`config.mk`:
```
export PLATFORM = sky130hd
export DESIGN_NAME = clkstop_ctrl
export DESIGN_NICKNAME = d
export VERILOG_FILES = /design/src/rtl/clkstop_pkg.sv /design/src/rtl/clkstop_ack_seq.sv /design/src/rtl/clkstop_irq_latch.sv /design/src/rtl/clkstop_fsm.sv /design/src/rtl/clkstop_ctrl.sv
export SDC_FILE = /design/constraint.sdc
export NUM_CORES = 1
export LEC_CHECK = 0
export ABC_AREA = 1
export BUFFER_PORTS_ARGS = -buffer_cell sky130_fd_sc_hd__buf_2
export CORE_MARGIN = 4
export CORE_UTILIZATION = 57
export CTS_CLUSTER_DIAMETER = 80
export CTS_CLUSTER_SIZE = 28
export DETAILED_ROUTE_END_ITERATION = 6
export GPL_ROUTABILITY_DRIVEN = 0
export PLACE_DENSITY = 0.86
export SYNTH_ARGS = -nofsm -noshare
export SYNTH_HDL_FRONTEND = slang
export SYNTH_SLANG_ARGS = --single-unit
```
`constraint.sdc`:
```
create_clock -name clk_i -period 3 [get_ports clk_i]
set_clock_uncertainty 0.1 [all_clocks]
set_input_delay 0.6 -clock clk_i [delete_from_list [all_inputs] [get_ports clk_i]]
set_output_delay 0.6 -clock clk_i [all_outputs]
set_load 0.01 [all_outputs]
```
`src/rtl/clkstop_pkg.sv`:
```
package clkstop_pkg;

  typedef enum logic [2:0] {
    ST_NORMAL = 3'd0,
    ST_HALT   = 3'd1,
    ST_ENTRY  = 3'd2,
    ST_GRANT  = 3'd3,
    ST_SNOOP  = 3'd4
  } cs_state_e;

  typedef enum logic [1:0] {
    PH_REQ   = 2'd0,
    PH_WAIT  = 2'd1,
    PH_DELAY = 2'd2,
    PH_DONE  = 2'd3
  } ack_phase_e;

endpackage

```
`src/rtl/clkstop_ack_seq.sv`:
```
module clkstop_ack_seq
  import clkstop_pkg::*;
#(
  parameter int NUM_DIES    = 2,
  parameter int GRANT_DELAY = 20
) (
  input  logic                        clk_i,
  input  logic                        rst_ni,
  input  logic                        active_i,
  input  logic                        ack_resp_i,
  output logic                        ack_req_o,
  output logic [$clog2(NUM_DIES)-1:0] ack_die_o,
  output logic                        done_o
);

  localparam int DIE_W    = $clog2(NUM_DIES);
  localparam int CNT_W    = $clog2(GRANT_DELAY);
  localparam int LAST_CNT = GRANT_DELAY - 2;

  ack_phase_e       phase_q;
  logic [DIE_W-1:0] die_q;
  logic [CNT_W-1:0] cnt_q;
  logic             last_die;

  assign last_die = (die_q == DIE_W'(NUM_DIES - 1));

  always_ff @(posedge clk_i or negedge rst_ni) begin
    if (!rst_ni) begin
      phase_q <= PH_REQ;
      die_q   <= '0;
      cnt_q   <= '0;
    end else if (!active_i) begin
      phase_q <= PH_REQ;
      die_q   <= '0;
      cnt_q   <= '0;
    end else begin
      unique case (phase_q)
        PH_REQ: phase_q <= PH_WAIT;
        PH_WAIT: begin
          if (ack_resp_i) begin
            if (last_die) begin
              phase_q <= PH_DELAY;
              cnt_q   <= '0;
            end else begin
              phase_q <= PH_REQ;
              die_q   <= die_q + DIE_W'(1);
            end
          end
        end
        PH_DELAY: begin
          if (cnt_q == CNT_W'(LAST_CNT)) phase_q <= PH_DONE;
          else                           cnt_q   <= cnt_q + CNT_W'(1);
        end
        default: phase_q <= PH_DONE;
      endcase
    end
  end

  assign ack_req_o = active_i && (phase_q == PH_REQ);
  assign ack_die_o = die_q;
  assign done_o    = active_i && (phase_q == PH_DELAY) && (cnt_q == CNT_W'(LAST_CNT));

  initial begin
    assert (NUM_DIES >= 2 && GRANT_DELAY >= 2) else $error("bad params");
  end

  // each acknowledge request lasts a single cycle
  p_req_single_r3: assert property (@(posedge clk_i) disable iff (!rst_ni)
    ack_req_o |=> !ack_req_o);

  // a response during the request cycle does not advance the sequence
  p_resp_ignored_r4: assert property (@(posedge clk_i) disable iff (!rst_ni)
    (active_i && phase_q == PH_REQ && ack_resp_i) |=> (phase_q == PH_WAIT) && $stable(die_q));

endmodule

```
`src/rtl/clkstop_irq_latch.sv`:
```
module clkstop_irq_latch #(
  parameter int NUM_IRQ = 4
) (
  input  logic               clk_i,
  input  logic               rst_ni,
  input  logic               capture_i,
  input  logic               release_i,
  input  logic               clear_i,
  input  logic [NUM_IRQ-1:0] irq_i,
  output logic [NUM_IRQ-1:0] pend_o,
  output logic               valid_o
);

  logic [NUM_IRQ-1:0] pend_q, out_q, pend_next;
  logic               valid_q;

  assign pend_next = pend_q | (capture_i ? irq_i : '0);

  always_ff @(posedge clk_i or negedge rst_ni) begin
    if (!rst_ni) begin
      pend_q  <= '0;
      out_q   <= '0;
      valid_q <= 1'b0;
    end else if (clear_i) begin
      pend_q  <= '0;
      out_q   <= '0;
      valid_q <= 1'b0;
    end else if (release_i) begin
      pend_q  <= '0;
      out_q   <= pend_next;
      valid_q <= |pend_next;
    end else begin
      pend_q  <= pend_next;
      out_q   <= '0;
      valid_q <= 1'b0;
    end
  end

  assign pend_o  = out_q;
  assign valid_o = valid_q;

  // release is a one-cycle pulse carrying at least one flag, with the store emptied
  p_valid_pulse_r10: assert property (@(posedge clk_i) disable iff (!rst_ni)
    valid_q |=> !valid_q);
  p_valid_nonzero_r10: assert property (@(posedge clk_i) disable iff (!rst_ni)
    valid_q |-> (out_q != '0) && (pend_q == '0));
  // processor reset empties the pending store
  p_clear_r9: assert property (@(posedge clk_i) disable iff (!rst_ni)
    clear_i |=> (pend_q == '0) && !valid_q);

endmodule

```
`src/rtl/clkstop_fsm.sv`:
```
module clkstop_fsm
  import clkstop_pkg::*;
(
  input  logic      clk_i,
  input  logic      rst_ni,
  input  logic      stop_req_i,
  input  logic      all_halt_i,
  input  logic      snoop_i,
  input  logic      snoop_done_i,
  input  logic      cpu_reset_i,
  input  logic      grant_done_i,
  output cs_state_e state_o,
  output logic      release_o,
  output logic      err_o
);

  cs_state_e state_q, state_d;
  logic      from_halt_q;
  logic      snp_grant_q;
  logic      err_q;

  always_comb begin
    state_d = state_q;
    unique case (state_q)
      ST_NORMAL: begin
        if (stop_req_i)      state_d = ST_ENTRY;
        else if (all_halt_i) state_d = ST_HALT;
      end
      ST_HALT: begin
        if (stop_req_i)       state_d = ST_ENTRY;
        else if (snoop_i)     state_d = ST_SNOOP;
        else if (!all_halt_i) state_d = ST_NORMAL;
      end
      ST_ENTRY: begin
        if (grant_done_i) state_d = ST_GRANT;
      end
      ST_GRANT: begin
        if (snoop_i)          state_d = ST_SNOOP;
        else if (!stop_req_i) state_d = from_halt_q ? ST_HALT : ST_NORMAL;
      end
      ST_SNOOP: begin
        if (snoop_done_i) state_d = snp_grant_q ? ST_GRANT : ST_HALT;
      end
      default: state_d = ST_NORMAL;
    endcase
  end

  always_ff @(posedge clk_i or negedge rst_ni) begin
    if (!rst_ni) begin
      state_q     <= ST_NORMAL;
      from_halt_q <= 1'b0;
      snp_grant_q <= 1'b0;
      err_q       <= 1'b0;
    end else begin
      state_q <= state_d;
      err_q   <= (state_q == ST_ENTRY) && !stop_req_i;
      if (state_d == ST_ENTRY && state_q != ST_ENTRY)
        from_halt_q <= (state_q == ST_HALT);
      else if (cpu_reset_i && state_q inside {ST_ENTRY, ST_GRANT, ST_SNOOP})
        from_halt_q <= 1'b0;
      if (state_d == ST_SNOOP && state_q != ST_SNOOP)
        snp_grant_q <= (state_q == ST_GRANT);
    end
  end

  assign state_o   = state_q;
  assign release_o = (state_q != ST_NORMAL) && (state_d == ST_NORMAL);
  assign err_o     = err_q;

  // early removal is refused and flagged
  p_early_removal_r6: assert property (@(posedge clk_i) disable iff (!rst_ni)
    (state_q == ST_ENTRY && !stop_req_i && !grant_done_i) |=> (state_q == ST_ENTRY) && err_o);
  // leaving the grant always lands in Normal or Halt
  p_exit_origin_r7: assert property (@(posedge clk_i) disable iff (!rst_ni)
    (state_q == ST_GRANT && !stop_req_i && !snoop_i) |=> state_q inside {ST_NORMAL, ST_HALT});
  // no exit from snoop service while not done
  p_snoop_hold_r7: assert property (@(posedge clk_i) disable iff (!rst_ni)
    (state_q == ST_SNOOP && !snoop_done_i) |=> state_q == ST_SNOOP);
  // snoop in the grant goes to snoop service
  p_snoop_enter_r8: assert property (@(posedge clk_i) disable iff (!rst_ni)
    (state_q == ST_GRANT && snoop_i) |=> state_q == ST_SNOOP);
  // grant held while the request stays up, reset or not
  p_grant_hold_r9: assert property (@(posedge clk_i) disable iff (!rst_ni)
    (state_q == ST_GRANT && stop_req_i) |=> state_q inside {ST_GRANT, ST_SNOOP});
  // the grant is reached only from Entry or snoop service
  p_grant_source_r5: assert property (@(posedge clk_i) disable iff (!rst_ni)
    (state_q == ST_GRANT && $past(state_q) != ST_GRANT) |-> $past(state_q) inside {ST_ENTRY, ST_SNOOP});

endmodule

```
`src/rtl/clkstop_ctrl.sv`:
```
module clkstop_ctrl
  import clkstop_pkg::*;
#(
  parameter int NUM_CORES   = 4,
  parameter int NUM_DIES    = 2,
  parameter int NUM_IRQ     = 4,
  parameter int GRANT_DELAY = 20
) (
  input  logic                        clk_i,
  input  logic                        rst_ni,
  input  logic                        stop_req_i,
  input  logic [NUM_CORES-1:0]        core_halt_i,
  input  logic                        cpu_reset_i,
  input  logic                        snoop_i,
  input  logic                        snoop_done_i,
  input  logic                        ack_resp_i,
  input  logic [NUM_IRQ-1:0]          irq_i,
  output logic                        ack_req_o,
  output logic [$clog2(NUM_DIES)-1:0] ack_die_o,
  output logic [2:0]                  state_o,
  output logic [NUM_IRQ-1:0]          irq_pend_o,
  output logic                        irq_valid_o,
  output logic                        protocol_err_o
);

  cs_state_e state;
  logic      grant_done;
  logic      release_ev;

  clkstop_fsm u_fsm (
    .clk_i        (clk_i),
    .rst_ni       (rst_ni),
    .stop_req_i   (stop_req_i),
    .all_halt_i   (&core_halt_i),
    .snoop_i      (snoop_i),
    .snoop_done_i (snoop_done_i),
    .cpu_reset_i  (cpu_reset_i),
    .grant_done_i (grant_done),
    .state_o      (state),
    .release_o    (release_ev),
    .err_o        (protocol_err_o)
  );

  clkstop_ack_seq #(
    .NUM_DIES    (NUM_DIES),
    .GRANT_DELAY (GRANT_DELAY)
  ) u_ack (
    .clk_i      (clk_i),
    .rst_ni     (rst_ni),
    .active_i   (state == ST_ENTRY),
    .ack_resp_i (ack_resp_i),
    .ack_req_o  (ack_req_o),
    .ack_die_o  (ack_die_o),
    .done_o     (grant_done)
  );

  clkstop_irq_latch #(
    .NUM_IRQ (NUM_IRQ)
  ) u_irq (
    .clk_i     (clk_i),
    .rst_ni    (rst_ni),
    .capture_i (state != ST_NORMAL),
    .release_i (release_ev),
    .clear_i   (cpu_reset_i),
    .irq_i     (irq_i),
    .pend_o    (irq_pend_o),
    .valid_o   (irq_valid_o)
  );

  assign state_o = state;

  // acknowledge requests only while entering the grant
  p_req_in_entry_r3: assert property (@(posedge clk_i) disable iff (!rst_ni)
    ack_req_o |-> state_o == 3'd2);
  // released flags only in Normal
  p_release_normal_r10: assert property (@(posedge clk_i) disable iff (!rst_ni)
    irq_valid_o |-> state_o == 3'd0);

endmodule

```
==> results.json, run 1 <==
{
  "wl_per_cell_um": 12.5,
  "core-area_um2": 2040,
  "ios": 26,
  "area_growth_pct": 14.1,
  "cp_data_required_time_ns": 2.30,
  "p_total_mw": 0.984,
  "arrival_ns": 1.51,
  "crit_type": "reg -> out",
  "setup_viol": 0,
  "max_slew_margin_pct": 66.1,
  "synth_nets": 179,
  "vias": 1133,
  "final_common_cell": "nand2_1",
  "drv_slew": 0,
  "drtIter0Drc": 29,
  "peakVddDrop_mv": 0.548,
  "fin_nets": 208,
  "cts_buffers": 3,
  "use_met2_pct": 31.6,
  "final_hold_viol_count": 0,
  "rsz0062_at_grt": "false",
  "routed_wl_mm": 2.67,
  "ctsHoldBuffers": 0,
  "use_met1_pct": 24.0,
  "power.density_nw_per_um2": 674,
  "grtUsageMet3_pct": 3.96,
  "ff2ff_path_depth": 9,
  "tns_ns": 0,
  "drt_pass1_iterations": 4,
  "cp_max_fo": 8,
  "grt_pass1_vias": 1112,
  "run_status": "finished, final reports clean",
  "vias_per_cell": 5.29,
  "hp-class": "in -> async",
  "fin_crit_sh_pct": 73.6,
  "layout_common_cells": "nand2_1 (43), buf_2 (25), dfrtp_1 (23)",
  "clk_latency_ns": 0.31,
  "synth.avg_cell_area_um2": 8.05,
  "placed_cell_area_um2": 1430,
  "die_w_um": 55.4,
  "tightestPinTransition_ns": 0.509,
  "place_hpwl_mm": 2.13,
  "post-place-ws_ns": 1.15,
  "cts_resized": 0,
  "top_usage_layer": "met2",
  "setup_slack_ns": 0.793,
  "fp-row-count": 16,
  "placedCellCount": 210,
  "syn_inst": 159,
  "end_kind": "output pin",
  "cts_root_buffer": "clkbuf_4",
  "htree_levels": 1,
  "numClockSinks": 23,
  "cts_tree": "done",
  "cts_setup_buffers": 0,
  "design.die.area_um2": 3070,
  "grt-ovfl-total": 0,
  "syn_area_um2": 1280,
  "track_usage_pct": 18.9,
  "drv_cap": 0,
  "instances_no_fill": 214,
  "yosysSeqAreaShare_pct": 45.0,
  "antenna_found_initial": 0,
  "ys_warn_count": 0,
  "die_h_um": 55.4,
  "fmax_mhz": 453,
  "fin_crit_ns": 2.21,
  "synth_cell_types": 25,
  "design_area_um2": 1460,
  "initial_core_util_pct": 62.7,
  "grt_pass1_wl_mm": 4.73,
  "start_kind": "register",
  "grt_max_degree": 24,
  "clkTransAtPathRegs_ns": 0.12,
  "cts.path.max_buffers": 2,
  "antennaDiodeCount": 0,
  "io_buffers": 25,
  "drc_errors": 0,
  "final_layout_size_suffix_gt1_share_pct": 27.3,
  "p_leak_nw": 0.798,
  "detail-route-antenna-nets": 0,
  "synth_seq_cells": 23
}
-- cells in the mapped netlist --
library cell  instances  share of area [%]
or2_2                 1               0.49
nor2_4                3                2.6
nand2_2               5                2.4
o21ai_0               7                2.7
nand3_1              12                4.7
clkbuf_2              1               0.39
nor3_2                1               0.78
inv_1                16                4.7
nand3_2               1               0.78
a31o_2                2                1.4
nor3_1                4                1.6
inv_2                 4                1.2
a21oi_2               1               0.68
nand4_1               6                2.9
nor2_2                3                1.5
o21ai_1               2               0.78
nor2_1               14                4.1
nand2_4               1               0.88
o211ai_1              1               0.59
nand3_4               1                1.4
nand2_1              43                 13
ha_1                  5                4.9
dfrtp_1              23                 45
a21oi_1               1               0.39
o31ai_1               1               0.59
-- flip-flops by register name, summed over array words and instances, names as in the netlist --
name	count
u_ack.cnt_q	5
u_fsm.snp_grant_q	1
u_ack.ack_die_o	1
u_irq.valid_o	1
u_fsm.err_o	1
u_fsm.state_o	3
u_fsm.from_halt_q	1
u_irq.pend_o	4
u_ack.phase_q	2
u_irq.pend_q	4
-- kinds of logic (layout without fill, tap and decap cells) --
logic type / count (synthesis) / in the layout / share of synthesized area (%)
simple gates: 95 / 95 / 36.8
buf+inv: 21 / 49 / 6.26
fa+ha+maj: 5 / 5 / 4.89
flops: 23 / 23 / 45.0
compound gates: 15 / 15 / 7.14
-- through the flow --
stage / hold WS, ns / util [%]
2_1_floorplan: 0.204 / -
3_3_place_gp: 0.400 / 70.2
3_5_place_dp: 0.394 / 70.2
4_1_cts: 0.149 / 71.5
5_1_grt: 0.155 / 71.5
6_report: 0.138 / 71.5
-- power by group --
part	switching [mW]	internal (mW)	leakage [nW]
Clock	0.0883	0.0519	0.0150
Sequential	0.0451	0.371	0.301
Combinational	0.278	0.149	0.482
Total	0.412	0.573	0.798
-- final timing paths --
path,start,to,slack [ns]
setup / recovery,u_fsm.state_o[2],ack_req_o,0.79
hold / removal,rst_ni,u_ack.cnt_q[2],0.14
setup reg to reg,u_fsm.state_o[2],u_ack.phase_q[0],1.36
hold reg to reg,u_fsm.snp_grant_q,u_fsm.snp_grant_q,0.42
max in group asynchronous,rst_ni,u_irq.pend_q[0],2.31
min in group clk_i,stop_req_i,u_fsm.err_o,0.41
-- area by class of cell --
type                       count  area [µm²]
fill                         177         582
inverter                      20        75.1
timing repair buffer          25         125
multi-input combinational    115         624
sequential                    23         576
tap                           27        33.8
clock buffer                   4        26.3
-- metal layers --
metal,up-vias,wire [µm]
met1,525,1210
met5,-,0
met2,32,1290
met4,0,29
met3,4,137
li1,572,-
-- critical path, cell delays in order (launching register included) --
cell,delay [ns]
dfrtp_1,0.45
inv_2,0.13
nand2_2,0.08
nor2_4,0.21
inv_2,0.10
nor2_1,0.10
buf_2,0.13
Power figures use the tool's default switching activity.
==> run 2, diff against run 1 <==
--- a/config.mk
+++ b/config.mk
@@ -8,12 +8,12 @@
 export ABC_AREA = 1
 export BUFFER_PORTS_ARGS = -buffer_cell sky130_fd_sc_hd__buf_2
 export CORE_MARGIN = 4
-export CORE_UTILIZATION = 57
+export CORE_UTILIZATION = 53
 export CTS_CLUSTER_DIAMETER = 80
 export CTS_CLUSTER_SIZE = 28
 export DETAILED_ROUTE_END_ITERATION = 6
 export GPL_ROUTABILITY_DRIVEN = 0
-export PLACE_DENSITY = 0.86
+export PLACE_DENSITY = 0.81
 export SYNTH_ARGS = -nofsm -noshare
 export SYNTH_HDL_FRONTEND = slang
 export SYNTH_SLANG_ARGS = --single-unit
==> constraint.sdc (replaced) <==
create_clock -name clk_i -period 2.1 [get_ports clk_i]
set_clock_uncertainty 0.1 [all_clocks]
set_input_delay 0.42 -clock clk_i [delete_from_list [all_inputs] [get_ports clk_i]]
set_output_delay 0.42 -clock clk_i [all_outputs]
set_load 0.01 [all_outputs]
==> results.json, run 2 (synthesized netlist as in run 1, its figures left out) <==
{
  "run_status": "finished, final reports clean",
  "pwr-share-seq_pct": 41.3,
  "setup_viol": 0,
  "grt_pass1_wl_mm": 4.43,
  "drv_slew": 0,
  "layout_common_cells": "nand2_1 (43), buf_2 (25), dfrtp_1 (23)",
  "cp_data_required_time_ns": 1.58,
  "crit_type": "reg -> out",
  "grt_pass1_vias": 1038,
  "htree_levels": 1,
  "die_h_um": 57.1,
  "cp_cell_sequence": "inv_2 -> nand2_2 -> nor2_4 -> inv_2 -> nor2_1 -> buf_2",
  "cts_resized": 0,
  "grt-ovfl-total": 0,
  "fin_nets": 213,
  "arrival_ns": 1.47,
  "crit_path_start": "u_fsm.state_o[2]",
  "cp_num_buf_inv": 3,
  "area_growth_pct": 17.4,
  "post-place-ws_ns": 0.428,
  "die_w_um": 57.1,
  "end_kind": "output pin",
  "cp_max_fo": 6,
  "fin_crit_sh_pct": 94.9,
  "hp-class": "in -> reg",
  "antenna_found_initial": 0,
  "drt_pass1_iterations": 4,
  "ios": 26,
  "wl_per_cell_um": 12.1,
  "power.share.switching_pct": 41.8,
  "grt_max_degree": 24,
  "routed_wl_mm": 2.67,
  "final_layout_size_suffix_gt1_share_pct": 29.2,
  "cts_tree": "done",
  "antennaDiodeCount": 0,
  "drc_errors": 0,
  "cts.path.max_buffers": 2,
  "rsz0062_at_grt": "false",
  "placedCellCount": 211,
  "detail-route-antenna-nets": 0,
  "holdWs_ns": 0.195,
  "slowest_delay_ns": 0.47,
  "power.share.clock_pct": 14.5,
  "power.switching_mw": 0.605,
  "slowest_stage": "dfrtp_1",
  "peakVddDrop_mv": 0.886,
  "core-area_um2": 2250,
  "internal_power_mw": 0.841,
  "fin_util_pct": 66.6,
  "numClockSinks": 23,
  "vias": 1147,
  "power.density_nw_per_um2": 962,
  "track_usage_pct": 16.7,
  "clkTransAtPathRegs_ns": 0.13,
  "clk_latency_ns": 0.31,
  "power_frac_comb_pct": 44.2,
  "cts_buffers": 3,
  "regMostFlops": "u_ack.cnt_q",
  "tns_ns": 0,
  "hp-start": "stop_req_i",
  "final_common_cell": "nand2_1",
  "setup_slack_ns": 0.106,
  "drv_cap": 0,
  "cts_root_buffer": "clkbuf_4",
  "path_common_cell": "inv_2",
  "io_buffers": 25,
  "design_area_um2": 1500,
  "design.die.area_um2": 3270,
  "drtIter0Drc": 31,
  "p_leak_nw": 0.822,
  "fin_crit_ns": 1.99,
  "start_kind": "register",
  "fmax_mhz": 502,
  "fillers": 191,
  "initial_core_util_pct": 56.8,
  "placed_cell_area_um2": 1440,
  "rr_startpoint": "u_fsm.state_o[2]",
  "place_hpwl_mm": 2.06,
  "p_total_mw": 1.45,
  "largest_register_ffs": 5,
  "max_slew_margin_pct": 65.6,
  "fp-row-count": 17,
  "vias_per_cell": 5.21,
  "instances_no_fill": 220,
  "critical-path-top-delay-family": "flip-flops",
  "tightestPinTransition_ns": 0.516,
  "final_hold_viol_count": 0
}
run 2: final cells by class:
type	count	area (µm²)	share of cell area (%)
Clock inverter	1	5.00	0.333
Sequential cell	23	576	38.3
Clock buffer	3	22.5	1.50
Multi-Input combinational cell	115	624	41.5
Tap cell	28	35.0	2.33
Timing Repair Buffer	30	165	11.0
Inverter	20	75.1	5.00
run 2: path summary, 6_finish.rpt:
path,to,slack (ns),cells past startpoint
max in group asynchronous,u_irq.valid_o,1.06,2
min reg2reg,u_fsm.snp_grant_q,0.43,2
min,u_fsm.err_o,0.20,2
max,ack_req_o,0.11,6
min in group asynchronous,u_ack.cnt_q[3],0.50,2
max reg2reg,u_ack.cnt_q[2],0.42,10
run 2: what timing repair did:
| action | CTS | global route |
|---|---|---|
| buffers inserted | 0 | 4 |
| setup endpoints to repair | 0 | 1 |
| hold buffers | 1 | 0 |
| endpoints found under the hold margin | 23 | 0 |
run 2: per-layer routing:
layer / GRT usage [%] / wire length [µm] / vias to the layer above
met5: 0 / 0 / -
met4: 6.62 / 52 / 0
met1: 20.8 / 1190 / 524
li1: - / - / 578
met2: 28.5 / 1270 / 39
met3: 3.17 / 160 / 6
run 2: power by group through the flow:
stage               clock network (mW)  logic, mW  registers (mW)
detailed placement                   0      0.608           0.606
CTS                              0.211      0.609           0.598
global route                     0.238      0.716           0.610
global placement                     0      0.579           0.599
floorplan                            0      0.438           0.605
finish                           0.210      0.639           0.597
==> run 3, diff against run 2 <==
--- a/config.mk
+++ b/config.mk
@@ -7,13 +7,14 @@
 export LEC_CHECK = 0
 export ABC_AREA = 1
 export BUFFER_PORTS_ARGS = -buffer_cell sky130_fd_sc_hd__buf_2
-export CORE_MARGIN = 4
+export CORE_MARGIN = 5
 export CORE_UTILIZATION = 53
 export CTS_CLUSTER_DIAMETER = 80
 export CTS_CLUSTER_SIZE = 28
 export DETAILED_ROUTE_END_ITERATION = 6
 export GPL_ROUTABILITY_DRIVEN = 0
 export PLACE_DENSITY = 0.81
+export SKIP_LAST_GASP = 1
 export SYNTH_ARGS = -nofsm -noshare
 export SYNTH_HDL_FRONTEND = slang
 export SYNTH_SLANG_ARGS = --single-unit
==> results.json, run 3 (synthesized netlist as in run 1, its figures left out) <==
{
  "htree_levels": 1,
  "regMostFlops": "u_ack.cnt_q",
  "arrival_ns": 1.47,
  "tightestPinTransition_ns": 0.504,
  "run_status": "finished, final reports clean",
  "final_hold_viol_count": 0,
  "wl_per_cell_um": 12.8,
  "cts_buffers": 3,
  "peakVddDrop_mv": 0.966,
  "largest_register_ffs": 5,
  "clk_latency_ns": 0.30,
  "hp-class": "in -> reg",
  "core-area_um2": 2250,
  "setup_viol": 0,
  "end_kind": "output pin",
  "cts_tree": "done",
  "initial_core_util_pct": 56.8,
  "power.share.switching_pct": 41.5,
  "layout_common_cells": "nand2_1 (43), buf_2 (25), dfrtp_1 (22)",
  "grt_pass1_wl_mm": 4.67,
  "fp-row-count": 17,
  "max_slew_margin_pct": 66.4,
  "p_leak_nw": 0.820,
  "antennaDiodeCount": 0,
  "power_frac_comb_pct": 44.6,
  "power.density_nw_per_um2": 955,
  "routed_wl_mm": 2.82,
  "numClockSinks": 23,
  "power.switching_mw": 0.596,
  "start_kind": "register",
  "vias_per_cell": 5.22,
  "final_layout_size_suffix_gt1_share_pct": 29.7,
  "fin_crit_ns": 1.99,
  "drv_cap": 0,
  "tns_ns": 0,
  "track_usage_pct": 17.0,
  "drc_errors": 0,
  "cp_data_required_time_ns": 1.58,
  "fmax_mhz": 502,
  "clkTransAtPathRegs_ns": 0.12,
  "fillers": 193,
  "grt-ovfl-total": 0,
  "design.die.area_um2": 3500,
  "die_h_um": 59.1,
  "ios": 26,
  "pwr-share-seq_pct": 41.7,
  "power.share.clock_pct": 13.7,
  "cts.path.max_buffers": 2,
  "drt_pass1_iterations": 4,
  "cp_max_fo": 7,
  "drtIter0Drc": 39,
  "internal_power_mw": 0.841,
  "vias": 1149,
  "area_growth_pct": 17.5,
  "fin_nets": 213,
  "die_w_um": 59.1,
  "place_hpwl_mm": 2.17,
  "antenna_found_initial": 0,
  "drv_slew": 0,
  "fin_util_pct": 66.7,
  "grt_max_degree": 24,
  "p_total_mw": 1.44,
  "grt_pass1_vias": 1126,
  "detail-route-antenna-nets": 0,
  "crit_type": "reg -> out",
  "io_buffers": 25,
  "fin_crit_sh_pct": 94.9,
  "cts_root_buffer": "clkbuf_4",
  "final_common_cell": "nand2_1"
}
[run 3: cell counts in the layout (fill, tap and decap cells not counted)]
Identical to the previous run, type by type.
[run 3: layer usage]
layer	wire [µm]	track usage (%)	vias up
met3	190	3.27	2
met5	0	0	-
met2	1430	30.3	41
li1	-	-	583
met1	1170	20.3	523
met4	18	5.83	0
[run 3: final timing paths]
kind	cells past startpoint	endpoint	startpoint	slack, ns
max	6	ack_req_o	u_fsm.state_o[2]	0.11
max in group asynchronous	2	u_fsm.state_o[2]	rst_ni	1.03
max reg2reg	10	u_ack.cnt_q[2]	u_fsm.state_o[2]	0.38
min	2	u_fsm.err_o	stop_req_i	0.22
min reg2reg	2	u_ack.phase_q[1]	u_ack.phase_q[1]	0.44
min in group asynchronous	2	u_fsm.from_halt_q	rst_ni	0.50
[run 3: stage by stage]
step                cells  cell area [µm²]  hold WS (ns)  worst slack (ns)
floorplan             159             1280        0.0244             0.526
global placement      211             1440         0.317             0.484
detailed placement    211             1440         0.323             0.438
CTS                   216             1470         0.214            0.0815
global route          220             1500         0.200           -0.0118
finish                220             1500         0.224             0.107
[run 3: power by group through the flow]
stage	Sequential (mW)	Clock (mW)	Combinational, mW
finish	0.599	0.197	0.641
global route	0.612	0.229	0.737
CTS	0.599	0.205	0.612
detailed placement	0.608	0	0.609
global placement	0.599	0	0.580
floorplan	0.605	0	0.438
[run 3: final cells by class]
class                      instances  area, µm²  area share (%)
timing repair buffer              30        165            11.0
tap                               28       35.0            2.33
clock buffer                       3       22.5            1.50
multi-input combinational        115        624            41.5
sequential                        23        577            38.4
clock inverter                     1       5.00           0.333
inverter                          20       75.1            4.99
[run 3: critical path, cell delays in order (launching register included)]
cell     delay (ns)
dfrtp_2        0.47
inv_2          0.12
nand2_2        0.08
nor2_4         0.21
inv_2          0.09
nor2_1         0.08
buf_2          0.13
[run 3: what timing repair did]
item	in CTS	in global routing
hold endpoints to repair	23	0
setup endpoints to repair	0	1
setup buffers	0	4
hold buffers	1	0
resized for setup	0	1
